===== config.mk =====
export PLATFORM = sky130hd
export DESIGN_NAME = tgr_top
export DESIGN_NICKNAME = d
export VERILOG_FILES = /design/src/rtl/tgr_pkg.sv /design/src/rtl/tgr_rst_sync.sv /design/src/rtl/tgr_requester.sv /design/src/rtl/tgr_mem.sv /design/src/rtl/tgr_top.sv
export SDC_FILE = /design/constraint.sdc
export NUM_CORES = 1
export LEC_CHECK = 0
export BUFFER_PORTS_ARGS = -buffer_cell sky130_fd_sc_hd__buf_2
export CELL_PAD_IN_SITES_DETAIL_PLACEMENT = 2
export CELL_PAD_IN_SITES_GLOBAL_PLACEMENT = 2
export CORE_MARGIN = 2
export CORE_UTILIZATION = 40
export DETAILED_ROUTE_END_ITERATION = 10
export PLACE_DENSITY = 0.67
export SLEW_MARGIN = 20
export SYNTH_ARGS = -nofsm -noshare
export SYNTH_HDL_FRONTEND = slang
export SYNTH_HIERARCHICAL = 1
export SYNTH_SLANG_ARGS = --single-unit

===== constraint.sdc =====
create_clock -name clk -period 6.2 [get_ports clk]
set_clock_uncertainty 0.1 [all_clocks]
set_input_delay 0.31 -clock clk [delete_from_list [all_inputs] [get_ports clk]]
set_output_delay 0.31 -clock clk [all_outputs]
set_load 0.05 [all_outputs]

===== src/rtl/tgr_pkg.sv =====
package tgr_pkg;
  typedef enum logic {
    OP_LOAD  = 1'b0,
    OP_STORE = 1'b1
  } op_e;
endpackage


===== src/rtl/tgr_rst_sync.sv =====
module tgr_rst_sync (
  input  logic clk,
  input  logic rst_n,
  output logic rst_sync_n
);
  logic [1:0] stage_q;

  always_ff @(posedge clk or negedge rst_n) begin
    if (!rst_n) stage_q <= 2'b00;
    else        stage_q <= {stage_q[0], 1'b1};
  end

  assign rst_sync_n = stage_q[1];
endmodule


===== src/rtl/tgr_requester.sv =====
module tgr_requester
  import tgr_pkg::*;
#(
  parameter int ADDR_W = 32,
  parameter int DATA_W = 32,
  parameter int HS_W   = 32
) (
  input  logic              clk,
  input  logic              rst_n,
  input  logic              cmd_valid,
  input  logic              cmd_write,
  input  logic [ADDR_W-1:0] cmd_addr,
  input  logic [DATA_W-1:0] cmd_wdata,
  output logic              cmd_ready,
  output logic              done,
  output logic [DATA_W-1:0] rsp_rdata,
  input  logic [HS_W-1:0]   ack,
  input  logic [DATA_W-1:0] mem_rdata,
  output logic [HS_W-1:0]   req_tgl,
  output logic [ADDR_W-1:0] req_addr,
  output logic [DATA_W-1:0] req_we,
  output logic [DATA_W-1:0] req_wdata,
  output logic              busy
);
  logic [HS_W-1:0]   tgl_q, tgl_d;
  logic [ADDR_W-1:0] addr_q, addr_d;
  logic [DATA_W-1:0] wdata_q, wdata_d;
  logic [DATA_W-1:0] res_q, res_d;
  op_e               op_q, op_d;
  logic              busy_q, busy_d;
  logic              done_q, done_d;
  logic              accept;

  assign cmd_ready = !busy_q && (tgl_q == ack);
  assign accept    = cmd_valid && cmd_ready;

  always_comb begin
    tgl_d   = tgl_q;
    addr_d  = addr_q;
    wdata_d = wdata_q;
    op_d    = op_q;
    res_d   = res_q;
    busy_d  = accept;
    done_d  = busy_q;
    if (accept) begin
      tgl_d   = ~tgl_q;
      addr_d  = cmd_addr;
      wdata_d = cmd_wdata;
      op_d    = cmd_write ? OP_STORE : OP_LOAD;
    end
    if (busy_q && op_q == OP_LOAD) res_d = mem_rdata;
  end

  always_ff @(posedge clk or negedge rst_n) begin
    if (!rst_n) begin
      tgl_q   <= '0;
      addr_q  <= '0;
      wdata_q <= '0;
      op_q    <= OP_LOAD;
      res_q   <= '0;
      busy_q  <= 1'b0;
      done_q  <= 1'b0;
    end else begin
      tgl_q   <= tgl_d;
      addr_q  <= addr_d;
      wdata_q <= wdata_d;
      op_q    <= op_d;
      res_q   <= res_d;
      busy_q  <= busy_d;
      done_q  <= done_d;
    end
  end

  assign req_tgl   = tgl_q;
  assign req_addr  = addr_q;
  assign req_we    = {{(DATA_W-1){1'b0}}, (op_q == OP_STORE)};
  assign req_wdata = wdata_q;
  assign done      = done_q;
  assign rsp_rdata = res_q;
  assign busy      = busy_q;
endmodule


===== src/rtl/tgr_mem.sv =====
module tgr_mem #(
  parameter int ADDR_W = 32,
  parameter int DATA_W = 32,
  parameter int HS_W   = 32,
  parameter int DEPTH  = 16
) (
  input  logic              clk,
  input  logic              rst_n,
  input  logic [HS_W-1:0]   req_tgl,
  input  logic [ADDR_W-1:0] req_addr,
  input  logic [DATA_W-1:0] req_we,
  input  logic [DATA_W-1:0] req_wdata,
  output logic [HS_W-1:0]   ack,
  output logic [DATA_W-1:0] rdata
);
  localparam int IDX_W = (DEPTH > 1) ? $clog2(DEPTH) : 1;
  localparam logic [ADDR_W-1:0] LIMIT = ADDR_W'(DEPTH);

  logic [DATA_W-1:0] store_q [DEPTH];
  logic [HS_W-1:0]   ack_q;
  logic [DATA_W-1:0] rdata_q, rdata_d;
  logic              pending, in_range, do_wr, do_rd;
  logic [IDX_W-1:0]  idx;

  always_comb begin
    pending  = (ack_q != req_tgl);
    in_range = (req_addr < LIMIT);
    do_wr    = pending && in_range && (req_we != '0);
    do_rd    = pending && in_range && (req_we == '0);
    idx      = req_addr[IDX_W-1:0];
    rdata_d  = do_rd ? store_q[idx] : rdata_q;
  end

  always_ff @(negedge clk or negedge rst_n) begin
    if (!rst_n) begin
      ack_q   <= '0;
      rdata_q <= '0;
    end else begin
      ack_q   <= req_tgl;
      rdata_q <= rdata_d;
    end
  end

  always_ff @(negedge clk) begin
    if (do_wr) store_q[idx] <= req_wdata;
  end

  assign ack   = ack_q;
  assign rdata = rdata_q;
endmodule


===== src/rtl/tgr_top.sv =====
module tgr_top #(
  parameter int ADDR_W = 32,
  parameter int DATA_W = 32,
  parameter int DEPTH  = 16
) (
  input  logic              clk,
  input  logic              rst_n,
  input  logic              cmd_valid,
  input  logic              cmd_write,
  input  logic [ADDR_W-1:0] cmd_addr,
  input  logic [DATA_W-1:0] cmd_wdata,
  output logic              cmd_ready,
  output logic              done,
  output logic [DATA_W-1:0] rsp_rdata
);
  localparam int HS_W = 32;

  logic              rst_sync_n;
  logic [HS_W-1:0]   req_tgl, mem_ack;
  logic [ADDR_W-1:0] req_addr;
  logic [DATA_W-1:0] req_we, req_wdata, mem_rdata;
  logic              req_busy;

  tgr_rst_sync u_rst (
    .clk       (clk),
    .rst_n     (rst_n),
    .rst_sync_n(rst_sync_n)
  );

  tgr_requester #(.ADDR_W(ADDR_W), .DATA_W(DATA_W), .HS_W(HS_W)) u_req (
    .clk      (clk),
    .rst_n    (rst_sync_n),
    .cmd_valid(cmd_valid),
    .cmd_write(cmd_write),
    .cmd_addr (cmd_addr),
    .cmd_wdata(cmd_wdata),
    .cmd_ready(cmd_ready),
    .done     (done),
    .rsp_rdata(rsp_rdata),
    .ack      (mem_ack),
    .mem_rdata(mem_rdata),
    .req_tgl  (req_tgl),
    .req_addr (req_addr),
    .req_we   (req_we),
    .req_wdata(req_wdata),
    .busy     (req_busy)
  );

  tgr_mem #(.ADDR_W(ADDR_W), .DATA_W(DATA_W), .HS_W(HS_W), .DEPTH(DEPTH)) u_mem (
    .clk      (clk),
    .rst_n    (rst_sync_n),
    .req_tgl  (req_tgl),
    .req_addr (req_addr),
    .req_we   (req_we),
    .req_wdata(req_wdata),
    .ack      (mem_ack),
    .rdata    (mem_rdata)
  );
endmodule


==> impl_metrics.tcl, run 1 <==
set metrics [dict create \
    clock_tree.buffer_depth 3 \
    ys_seq_area_share_pct 73.8 \
    area_growth_syn_to_layout_pct 27.4 \
    placementRows 96 \
    cell_with_the_largest_stage_delay_on_the_worst_path "sky130_fd_sc_hd__nor2_4" \
    antenna_found_initial 0 \
    hold_viol 0 \
    cellPowerDensity_nw_per_um2 356 \
    total_leakage_power_nw 14.3 \
    crit_path_frequent_cell "sky130_fd_sc_hd__buf_4" \
    synthesis.area_um2 27500 \
    yosys_register_bits 709 \
    final_critical_path_setup_slack_ns 0.0980 \
    drt_drc_violations_left 0 \
    crit_buf_inv 3 \
    placeableCoreArea_um2 68300 \
    intPower_w 0.00877 \
    worstSkewPairLatency_ns 0.72 \
    share_of_power_burned_in_combinational_logic_pct 3.2 \
    grt_pass1_wl_mm 131 \
    pwr-share-seq_pct 42.2 \
    dp_slack_ns 0.0535 \
    fillerInstances 6085 \
    start_util_pct 40.3 \
    cts.root.buffer_cell "sky130_fd_sc_hd__clkbuf_16" \
    async_sr_flop_fraction_pct 27.8 \
    report.final.slew_viol_count 0 \
    die_width_um 266 \
    clock_tree.htree_level_count 3 \
    netlist_instances 1367 \
    fin_util_pct 51.3 \
    irDropWorstVdd_v 0.000234 \
    max-slew-margin-rel_pct 43.0 \
    detail_route.vias_per_cell 5.39 \
    synth.avg_cell_area_um2 20.1 \
    grt_max_degree 66 \
    final-setup-viol-count 0 \
    grt_remaining_overflow 0 \
    worst_hold_path_type "reg2async" \
    die_area_um2 70900 \
    tritoncts "built" \
    drt_wl_total_mm 88.5 \
    critPathMaxFanout 19 \
    slowest_delay_ns 0.58 \
    p_sw_share_pct 29.8 \
    overall_power_w 0.0125 \
    worst_pin_slew_ns 0.853 \
    first_global_vias 19600 \
    dr.first_iter.drc_count 1481 \
    smallest_hold_slack_ns 0.224 \
    num-nets-final 2196 \
    synth_enable_flop_cells 512 \
    dr.pass1.iters 5 \
    grt_util_all_layers_pct 25.6 \
    cts.sink_count 709 \
    io_pins 102 \
    antenna-diode-count 0 \
    clkSlewWorstSetupHoldPaths_ns 0.06 \
    cts_buffers 81 \
    buffer_ports.inserted 101 \
    outcome "completed" \
    wire_per_inst_um 28.8 \
    most-common-layout-cells "525 x sky130_fd_sc_hd__inv_1, 512 x sky130_fd_sc_hd__edfxtp_1, 130 x sky130_fd_sc_hd__dfrtp_1" \
    gp_congestion 0.716 \
    critPathArrivalTime_ns 3.25 \
    crit_path_cell_trace "nor4_1 > nand3_1 > nor2_1 > buf_4 > o2111ai_1 > buf_4 > nor2_4 > buf_12" \
    synthesis.yosys.warnings 6 \
    synthFlopType "sky130_fd_sc_hd__edfxtp_1" \
    layout-drive-gt1-share_pct 26.5 \
    postRouteAntennaNets 0 \
    clockPowerShare_pct 54.6 \
    max_cap_violations 0 \
    total_switching_power_w 0.00372 \
    yosysUniqueCellTypes 37 \
    cp_top_delay_family "simple AND/OR/NAND/NOR gates" \
    timing_worst_setup_path_type "reg2reg" \
    dpl.hpwl_mm 42.3 \
    crit_path_start_kind "flip-flop" \
    route.vias.total 16600 \
    kind_of_capture_point_of_the_worst_setup_path "flip-flop" \
    worst_ep_required_time_ns 3.34 \
    layout_commonest_cell "sky130_fd_sc_hd__inv_1" \
    overall_die_height_um 266 \
]
sequential cells by signal, summed over array words and instances, names as in the netlist:
name             cells
u_rst/stage_q        2
u_req/done           1
u_req/req_tgl       32
u_req/busy           1
u_mem/rdata         32
u_req/req_wdata     32
u_req/req_addr      32
u_mem/ack           32
u_req/rsp_rdata     32
u_req/op_q           1
u_mem/store_q      512
routing by layer:
layer	vias to the layer above	global-route usage (%)	part of all wire, %
met5	-	0	0
met4	0	10.1	2.7
met3	161	5.91	5.5
met2	658	44.3	53
met1	8854	31.1	39
li1	6909	-	-
cell usage after synthesis (6+ instances only):
| master | n | area (um^2) |
|---|---|---|
| sky130_fd_sc_hd__mux2_2 | 92 | 1040 |
| sky130_fd_sc_hd__nor2_1 | 22 | 82.6 |
| sky130_fd_sc_hd__nand2_1 | 35 | 131 |
| sky130_fd_sc_hd__nor4_2 | 6 | 75.1 |
| sky130_fd_sc_hd__nand4_1 | 7 | 43.8 |
| sky130_fd_sc_hd__buf_4 | 33 | 248 |
| sky130_fd_sc_hd__inv_1 | 7 | 26.3 |
| sky130_fd_sc_hd__dfrtn_1 | 64 | 1600 |
| sky130_fd_sc_hd__buf_2 | 15 | 75.1 |
| sky130_fd_sc_hd__nor3_1 | 7 | 35.0 |
| sky130_fd_sc_hd__nor2b_1 | 21 | 131 |
| sky130_fd_sc_hd__clkbuf_1 | 30 | 113 |
| sky130_fd_sc_hd__a22oi_1 | 64 | 480 |
| sky130_fd_sc_hd__mux2_4 | 30 | 450 |
| sky130_fd_sc_hd__mux2_1 | 7 | 78.8 |
| sky130_fd_sc_hd__mux4_2 | 128 | 2880 |
| sky130_fd_sc_hd__xor2_1 | 80 | 701 |
| sky130_fd_sc_hd__dfrtp_1 | 133 | 3330 |
| sky130_fd_sc_hd__buf_6 | 11 | 124 |
| sky130_fd_sc_hd__edfxtp_1 | 512 | 15400 |
| sky130_fd_sc_hd__nor4_1 | 27 | 169 |
power by group through the flow:
stage | logic [W] | registers, W | clock network, W
after floorplan | 0.000241 | 0.00531 | 0.000489
after global placement | 0.000350 | 0.00533 | 0.000489
after detailed placement | 0.000361 | 0.00534 | 0.000489
after CTS | 0.000406 | 0.00527 | 0.00699
after global routing | 0.000435 | 0.00527 | 0.00741
final | 0.000403 | 0.00527 | 0.00682
stage by stage:
stage,std cells,TNS [ns],instance area [um^2]
global route,3076,-0.00869,35100
finish,3076,0,35100
detailed placement,2340,0,29500
CTS,3070,0,35000
global placement,2340,0,29500
floorplan,1397,-46.64,27600
final cells by class:
cell class                 count  area [um^2]  share of cell area [%]
tap                          882         1100                    3.15
timing repair buffer         232         2000                    5.71
inverter                       6         22.5                  0.0642
clock inverter               561         2470                    7.05
clock buffer                 100         2270                    6.49
multi-input combinational    586         6860                    19.6
sequential                   709        20300                    58.0
repair_timing:
action / 4_1_cts / 5_1_grt
gates cloned: 0 / 0
gates resized for setup: 7 / 1
endpoints found under the setup margin: 4 / 17
hold buffers: 68 / 0
setup buffers: 2 / 6
hold endpoints to repair: 68 / 0
pin swaps: 3 / 5
final timing paths:
kind,end,cells after the start,slack (ns),from
setup / recovery,u_mem/store_q[12][29]$_DFFE_NP_,8,0.1,u_req/req_addr[16]$_DFFE_PN0P_
max in group asynchronous,u_mem/rdata[8]$_DFFE_NN0P_,1,1.90,u_rst/stage_q[1]$_DFF_PN0_
setup reg to reg,u_mem/store_q[12][29]$_DFFE_NP_,8,0.1,u_req/req_addr[16]$_DFFE_PN0P_
min in group clk,u_rst/stage_q[1]$_DFF_PN0_,0,0.25,u_rst/stage_q[0]$_DFF_PN0_
hold / removal,u_req/req_addr[16]$_DFFE_PN0P_,0,0.22,u_rst/stage_q[1]$_DFF_PN0_
hold reg to reg,u_req/req_addr[16]$_DFFE_PN0P_,0,0.22,u_rst/stage_q[1]$_DFF_PN0_
kinds of logic after synthesis:
group                  count (synthesis)  synth area share [%]
AND/OR/NAND/NOR                      137                  2.76
multiplexers                         257                  16.2
AO/OA/AOI/OAI                         75                  2.15
flip-flops                           709                  73.8
XOR/XNOR                              85                  2.71
other                                  2                0.0273
buffers and inverters                102                  2.39
(Power assumes the default switching activity.)
==> run 2: changes to the inputs <==
- ABC_AREA: unset -> 1
- CORE_UTILIZATION: 40 -> 37
- PLACE_DENSITY: 0.67 -> 0.72
- clock period: 6.2 -> 5.4 ns (I/O delays scaled with it)
==> run 2 against run 1 <==
  * Power up 20%
  * Largest cell class unchanged
  * The run now ends with setup timing left
  * Worst hold slack worse by 0.18 ns
  * Synthesized cell count increased by 110%
  * Sequential power rose by 15%
  * Largest power group unchanged
==> impl_metrics.tcl, run 2 <==
set metrics [dict create \
    synthesis.yosys.warnings 6 \
    num-nets-final 3695 \
    final_instance_count_without_filler_cells 4756 \
    layout_commonest_cell "sky130_fd_sc_hd__nand2_1" \
    total_leakage_power_nw 17.9 \
    tritoncts "built" \
    area_growth_syn_to_layout_pct 26.6 \
    violations_in_the_final_reports "setup timing" \
    placementRows 104 \
    regMostFlops "u_mem/store_q" \
    synthesis.area_um2 29800 \
    grt_util_met1_pct 32.8 \
    report.final.slew_viol_count 0 \
    kind_of_capture_point_of_the_worst_setup_path "flip-flop" \
    dr.first_iter.drc_count 2121 \
    grt_remaining_overflow 0 \
    cell_with_the_largest_stage_delay_on_the_worst_path "sky130_fd_sc_hd__dfrtp_1" \
    route.vias.total 25700 \
    yosys_register_bits 709 \
    dpl.hpwl_mm 59.2 \
    clock_tree.htree_level_count 3 \
    dr.pass1.iters 5 \
    hold_viol 0 \
    netlist_top_cells_count "1462 x sky130_fd_sc_hd__nand2_1, 512 x sky130_fd_sc_hd__edfxtp_1, 138 x sky130_fd_sc_hd__nand4_1" \
    gp_congestion 0.760 \
    die_width_um 288 \
    async_sr_flop_fraction_pct 27.8 \
    critPathArrivalTime_ns 3.02 \
    grt_util_all_layers_pct 30.7 \
    layout-drive-gt1-share_pct 11.2 \
    ys_seq_area_share_pct 68.2 \
    worst_ep_required_time_ns 2.94 \
    drt_drc_violations_left 0 \
    clkSlewWorstSetupHoldPaths_ns 0.06 \
    worst_pin_slew_ns 1.03 \
    crit_path_cell_trace "nor2_1 > nand4_1 > or2_1 > nor2_4 > nand4_1 > buf_4 > buf_4 > nor2_4 > buf_12" \
    max_cap_violations 0 \
    fin_util_pct 47.1 \
    synth.avg_cell_area_um2 10.3 \
    synthFlopType "sky130_fd_sc_hd__edfxtp_1" \
    io_pins 102 \
    antenna_found_initial 2 \
    crit_buf_inv 3 \
    timing_worst_setup_path_type "reg2reg" \
    start_util_pct 37.2 \
    rsz_0062_raised_after_global_routing "yes" \
    busiest_grt_layer "met2" \
    smallest_hold_slack_ns 0.0394 \
    detail_route.vias_per_cell 5.40 \
    cellPowerDensity_nw_per_um2 398 \
    clock_tree.buffer_depth 3 \
    synth_enable_flop_cells 512 \
    netlist_instances 2887 \
    cts_buffers 84 \
    grt_util_met3_pct 6.30 \
    crit_path_start_kind "flip-flop" \
    synth_area_leader_cell "sky130_fd_sc_hd__edfxtp_1" \
    critPathMaxFanout 20 \
    postRouteAntennaNets 0 \
    irDropWorstVdd_v 0.000290 \
    grt_pass1_wl_mm 188 \
    buffer_ports.inserted 101 \
    most_used_standard_cell_by_instance_count_after_synthesis "sky130_fd_sc_hd__nand2_1" \
    post_synth_main_area_contributors "sky130_fd_sc_hd__edfxtp_1 52%, sky130_fd_sc_hd__nand2_1 18%, sky130_fd_sc_hd__dfrtp_1 11%, sky130_fd_sc_hd__dfrtn_1 5.4%, sky130_fd_sc_hd__nand4_1 2.9%" \
    finish.instance_area_um2 37700 \
    cts.root.buffer_cell "sky130_fd_sc_hd__clkbuf_16" \
    placeableCoreArea_um2 80000 \
    met2_usage_in_global_routing_pct 54.8 \
    worst_hold_path_type "in2reg" \
    cp_top_delay_family "simple AND/OR/NAND/NOR gates" \
    final_critical_path_setup_slack_ns -0.0788 \
    slowest_delay_ns 0.40 \
    yosysUniqueCellTypes 27 \
    largest_reg_flops 512 \
    drt_wl_total_mm 133 \
    grt_max_degree 99 \
    outcome "complete, but fails checks" \
    worstSkewPairLatency_ns 0.79 \
    die_area_um2 82700 \
    yosys.area.top_type_share_pct 51.7 \
    most-common-layout-cells "1461 x sky130_fd_sc_hd__nand2_1, 655 x sky130_fd_sc_hd__inv_1, 512 x sky130_fd_sc_hd__edfxtp_1" \
    dp_slack_ns -0.197 \
    postPlaceCellArea_um2 31900 \
    cts.sink_count 709 \
    final-setup-viol-count 45 \
    overall_die_height_um 288 \
    wire_per_inst_um 28.0 \
    first_global_vias 29900 \
    dp.cells 3992 \
    max-slew-margin-rel_pct 31.5 \
]
==> run 2: changes by cell type after synthesis, sizes merged, moves of 79 or more <==
cell	previous run	this run
nand4	9	138
mux2	129	32
nand3	2	101
mux4	128	0
xor2	80	1
inv	7	142
nand2	35	1462
==> run 2: final timing paths <==
path	startpoint	slack [ns]	cells after the start	to
worst max-delay path	u_req/req_addr[24]$_DFFE_PN0P_	-0.08	9	u_mem/store_q[14][8]$_DFFE_NP_
worst min-delay path	cmd_valid	0.04	3	u_req/req_tgl[7]$_DFFE_PN0P_
worst max register to register	u_req/req_addr[24]$_DFFE_PN0P_	-0.08	9	u_mem/store_q[14][8]$_DFFE_NP_
worst min register to register	u_rst/stage_q[1]$_DFF_PN0_	0.22	0	u_req/req_addr[31]$_DFFE_PN0P_
max in group asynchronous	u_rst/stage_q[1]$_DFF_PN0_	1.58	1	u_mem/ack[1]$_DFF_NN0_
min in group asynchronous	u_rst/stage_q[1]$_DFF_PN0_	0.22	0	u_req/req_addr[31]$_DFFE_PN0P_
==> run 2: repair_timing <==
item | CTS | global route
pin swaps | 14 | 6
endpoints found under the setup margin | 256 | 142
setup buffers | 18 | 10
cloned | 3 | 0
resized for setup | 6 | 6
hold buffers | 67 | 0
endpoints found under the hold margin | 67 | 0
==> run 2: cells by family (layout without fill, tap and decap cells) <==
kind of cell,after synthesis,in the layout,share of synthesized area (%)
simple gates,1786,1789,24.2
flops,709,709,68.2
mux,32,32,1.21
buf+inv,318,1091,5.20
other cells,2,35,0.0252
xor+xnor,35,35,1.03
compound gates,5,5,0.0925
==> run 2: metrics by stage <==
stage / power (W) / TNS (ns)
after floorplan: 0.00705 / -191.30
after global placement: 0.00731 / -10.84
after detailed placement: 0.00735 / -13.50
after CTS: 0.0148 / -0.000332
after global routing: 0.0157 / -2.14
final: 0.0150 / -1.72
==> run 2: area by class of cell <==
cell class                 instances  area (um^2)
tap                             1060         1330
timing repair buffer             285         2570
multi-input combinational       1893         8240
inverter                         142          538
sequential                       709        20300
clock buffer                     101         2240
fill                            8396        42300
clock inverter                   563         2450
antenna                            3         7.51
==> run 2: power breakdown <==
| part | internal, W | switching, W | total, W |
|---|---|---|---|
| Sequential | 0.00592 | 0.000123 | 0.00604 |
| Combinational | 0.000227 | 0.000548 | 0.000775 |
| Clock | 0.00396 | 0.00424 | 0.00819 |
| Total | 0.0101 | 0.00491 | 0.0150 |
==> run 2: routing by layer <==
layer / vias to the layer above / routed length [um]
li1: 10800 / -
met1: 13200 / 47400
met2: 1151 / 69600
met3: 465 / 7160
met4: 0 / 8870
met5: - / 0
==> run 2: worst register-to-register path: cells and delay by family (launching register included) <==
family,cells,cell delay (ns)
buffers and inverters,3,0.65
and+or+nand+nor,6,1.29
DFF,1,0.40
==> run 3: changes to the inputs <==
- PLACE_DENSITY: 0.72 -> 0.73
==> run 3 against run 2 <==
  * The flow now finishes without violations
  * Register-to-register slack improved by 0.08 ns
  * Largest power group unchanged
  * Sequential cell count unchanged
  * Via count increased by 0.89%
==> impl_metrics.tcl, run 3 (synthesis results as in run 2) <==
set metrics [dict create \
    fillerInstances 8350 \
    cell_with_the_largest_stage_delay_on_the_worst_path "sky130_fd_sc_hd__dfrtp_1" \
    layout-drive-gt1-share_pct 11.8 \
    worst_pin_slew_ns 0.943 \
    final_instance_count_without_filler_cells 4759 \
    die_width_um 288 \
    crit_path_cell_trace "nor2_1 > nand4_1 > or2_1 > nor2_4 > nand4_1 > buf_4 > nor2_4 > buf_12" \
    grt_max_degree 129 \
    critical_path.reg2reg.endpoint "u_mem/store_q[1][5]$_DFFE_NP_" \
    placementRows 104 \
    wire_per_inst_um 28.9 \
    cts.root.buffer_cell "sky130_fd_sc_hd__clkbuf_16" \
    report.final.slew_viol_count 0 \
    dp_slack_ns -0.0316 \
    hold_viol 0 \
    first_global_vias 30200 \
    multiInputGateArea_um2 8220 \
    outcome "completed" \
    regMostFlops "u_mem/store_q" \
    crit_path_start_kind "flip-flop" \
    grt_remaining_overflow 0 \
    buffer_ports.inserted 101 \
    detail_route.vias_per_cell 5.45 \
    reg2reg_setup_slack_ns 0.002 \
    whs_path_depth 3 \
    drt_drc_violations_left 0 \
    kind_of_capture_point_of_the_worst_setup_path "flip-flop" \
    dpl.hpwl_mm 59.9 \
    dr.first_iter.drc_count 2019 \
    die_area_um2 82700 \
    io_pins 102 \
    dp.cells 4010 \
    worstSetupStartpoint "u_req/req_addr[22]$_DFFE_PN0P_" \
    cts_buffers 81 \
    grt_util_all_layers_pct 32.5 \
    irDropWorstVdd_v 0.000212 \
    most-common-layout-cells "1459 x sky130_fd_sc_hd__nand2_1, 651 x sky130_fd_sc_hd__inv_1, 512 x sky130_fd_sc_hd__edfxtp_1" \
    area_growth_syn_to_layout_pct 26.9 \
    postRouteAntennaNets 0 \
    max_cap_violations 0 \
    worstSkewPairLatency_ns 0.81 \
    clkSlewWorstSetupHoldPaths_ns 0.07 \
    start_util_pct 37.2 \
    timing_worst_setup_path_type "reg2reg" \
    tritoncts "built" \
    largest_reg_flops 512 \
    num-nets-final 3700 \
    grt_pass1_wl_mm 196 \
    cts.sink_count 709 \
    gp_congestion 0.801 \
    drt_wl_total_mm 137 \
    critPathArrivalTime_ns 2.95 \
    max-slew-margin-rel_pct 37.1 \
    r2r-start "u_req/req_addr[22]$_DFFE_PN0P_" \
    overall_die_height_um 288 \
    critical_path.endpoint "u_mem/store_q[1][5]$_DFFE_NP_" \
    worst_ep_required_time_ns 2.95 \
    layout_commonest_cell "sky130_fd_sc_hd__nand2_1" \
    clock_tree.htree_level_count 3 \
    postPlaceCellArea_um2 32200 \
    cellPowerDensity_nw_per_um2 400 \
    rr_worst_depth 8 \
    placeableCoreArea_um2 80000 \
    ff_latch_area_um2 20300 \
    clock_tree.buffer_depth 3 \
    finish.instance_area_um2 37800 \
    slowest_delay_ns 0.40 \
    final-setup-viol-count 0 \
    final_critical_path_setup_slack_ns 0.00202 \
    antenna_found_initial 3 \
    critPathMaxFanout 17 \
    total_leakage_power_nw 18.0 \
    dr.pass1.iters 7 \
    worst_hold_path_type "in2reg" \
    route.vias.total 25900 \
]
==> run 3: changes by cell type in the layout (fill, tap and decap cells not counted), sizes merged <==
cell / change
nor2: -3
clkbuf: +1
buf: +10
inv: +1
clkinv: -1
diode: -1
clkinvlp: -5
bufinv: +1
==> run 3: area by class of cell <==
type	instances	share of cell area (%)
Timing Repair Buffer	296	7.18
Clock inverter	559	6.38
Inverter	142	1.42
Clock buffer	101	5.91
Antenna cell	2	0.0133
Sequential cell	709	53.8
Tap cell	1060	3.51
Multi-Input combinational cell	1890	21.8
==> run 3: critical path, delay by kind of cell (launching register included) <==
family	cells	cell delay, ns
AND/OR/NAND/NOR	6	1.33
buffers and inverters	2	0.52
flip-flops	1	0.40
==> run 3: metal layers <==
layer	GRT usage (%)	vias to the layer above	share of wire, %
li1	-	10900	-
met1	34.1	13400	35
met2	57.5	1172	52
met3	7.47	482	5.5
met4	22.4	2	7.2
met5	0	-	0.0080
==> run 3: through the flow <==
| stage | utilization (%) | power [W] | hold WS (ns) | TNS (ns) |
|---|---|---|---|---|
| floorplan | - | 0.00705 | -0.126 | -191.30 |
| global placement | 40.1 | 0.00730 | -0.0455 | -6.25 |
| detailed placement | 40.2 | 0.00735 | -0.0422 | -0.443 |
| CTS | 47.0 | 0.0147 | 0.129 | -0.0131 |
| global route | 47.2 | 0.0157 | 0.164 | -0.0471 |
| finish | 47.2 | 0.0151 | 0.143 | 0 |
==> run 3: how the worst min path moves through the flow <==
| stage | slack [ns] | end | start |
|---|---|---|---|
| detailed placement | -0.04 | u_rst/stage_q[0]$_DFF_PN0_ | rst_n |
| global placement | -0.05 | u_rst/stage_q[0]$_DFF_PN0_ | rst_n |
| global route | 0.16 | u_req/req_tgl[2]$_DFFE_PN0P_ | cmd_valid |
| finish | 0.14 | u_req/req_tgl[2]$_DFFE_PN0P_ | cmd_valid |
| floorplan | -0.13 | u_rst/stage_q[0]$_DFF_PN0_ | rst_n |
| CTS | 0.13 | u_req/req_tgl[2]$_DFFE_PN0P_ | cmd_valid |
==> run 3: timing repair <==
| item | in CTS | in global routing |
|---|---|---|
| hold buffers | 67 | 0 |
| pin swaps | 3 | 6 |
| buffers inserted | 9 | 12 |
| endpoints found under the hold margin | 67 | 0 |
| gates resized for setup | 3 | 15 |
| setup endpoints to repair | 41 | 420 |
==> run 3: where the power goes <==
part	internal, W	switching (W)
registers	0.00592	0.000123
logic	0.000232	0.000559
clock network	0.00388	0.00437
total	0.0100	0.00506
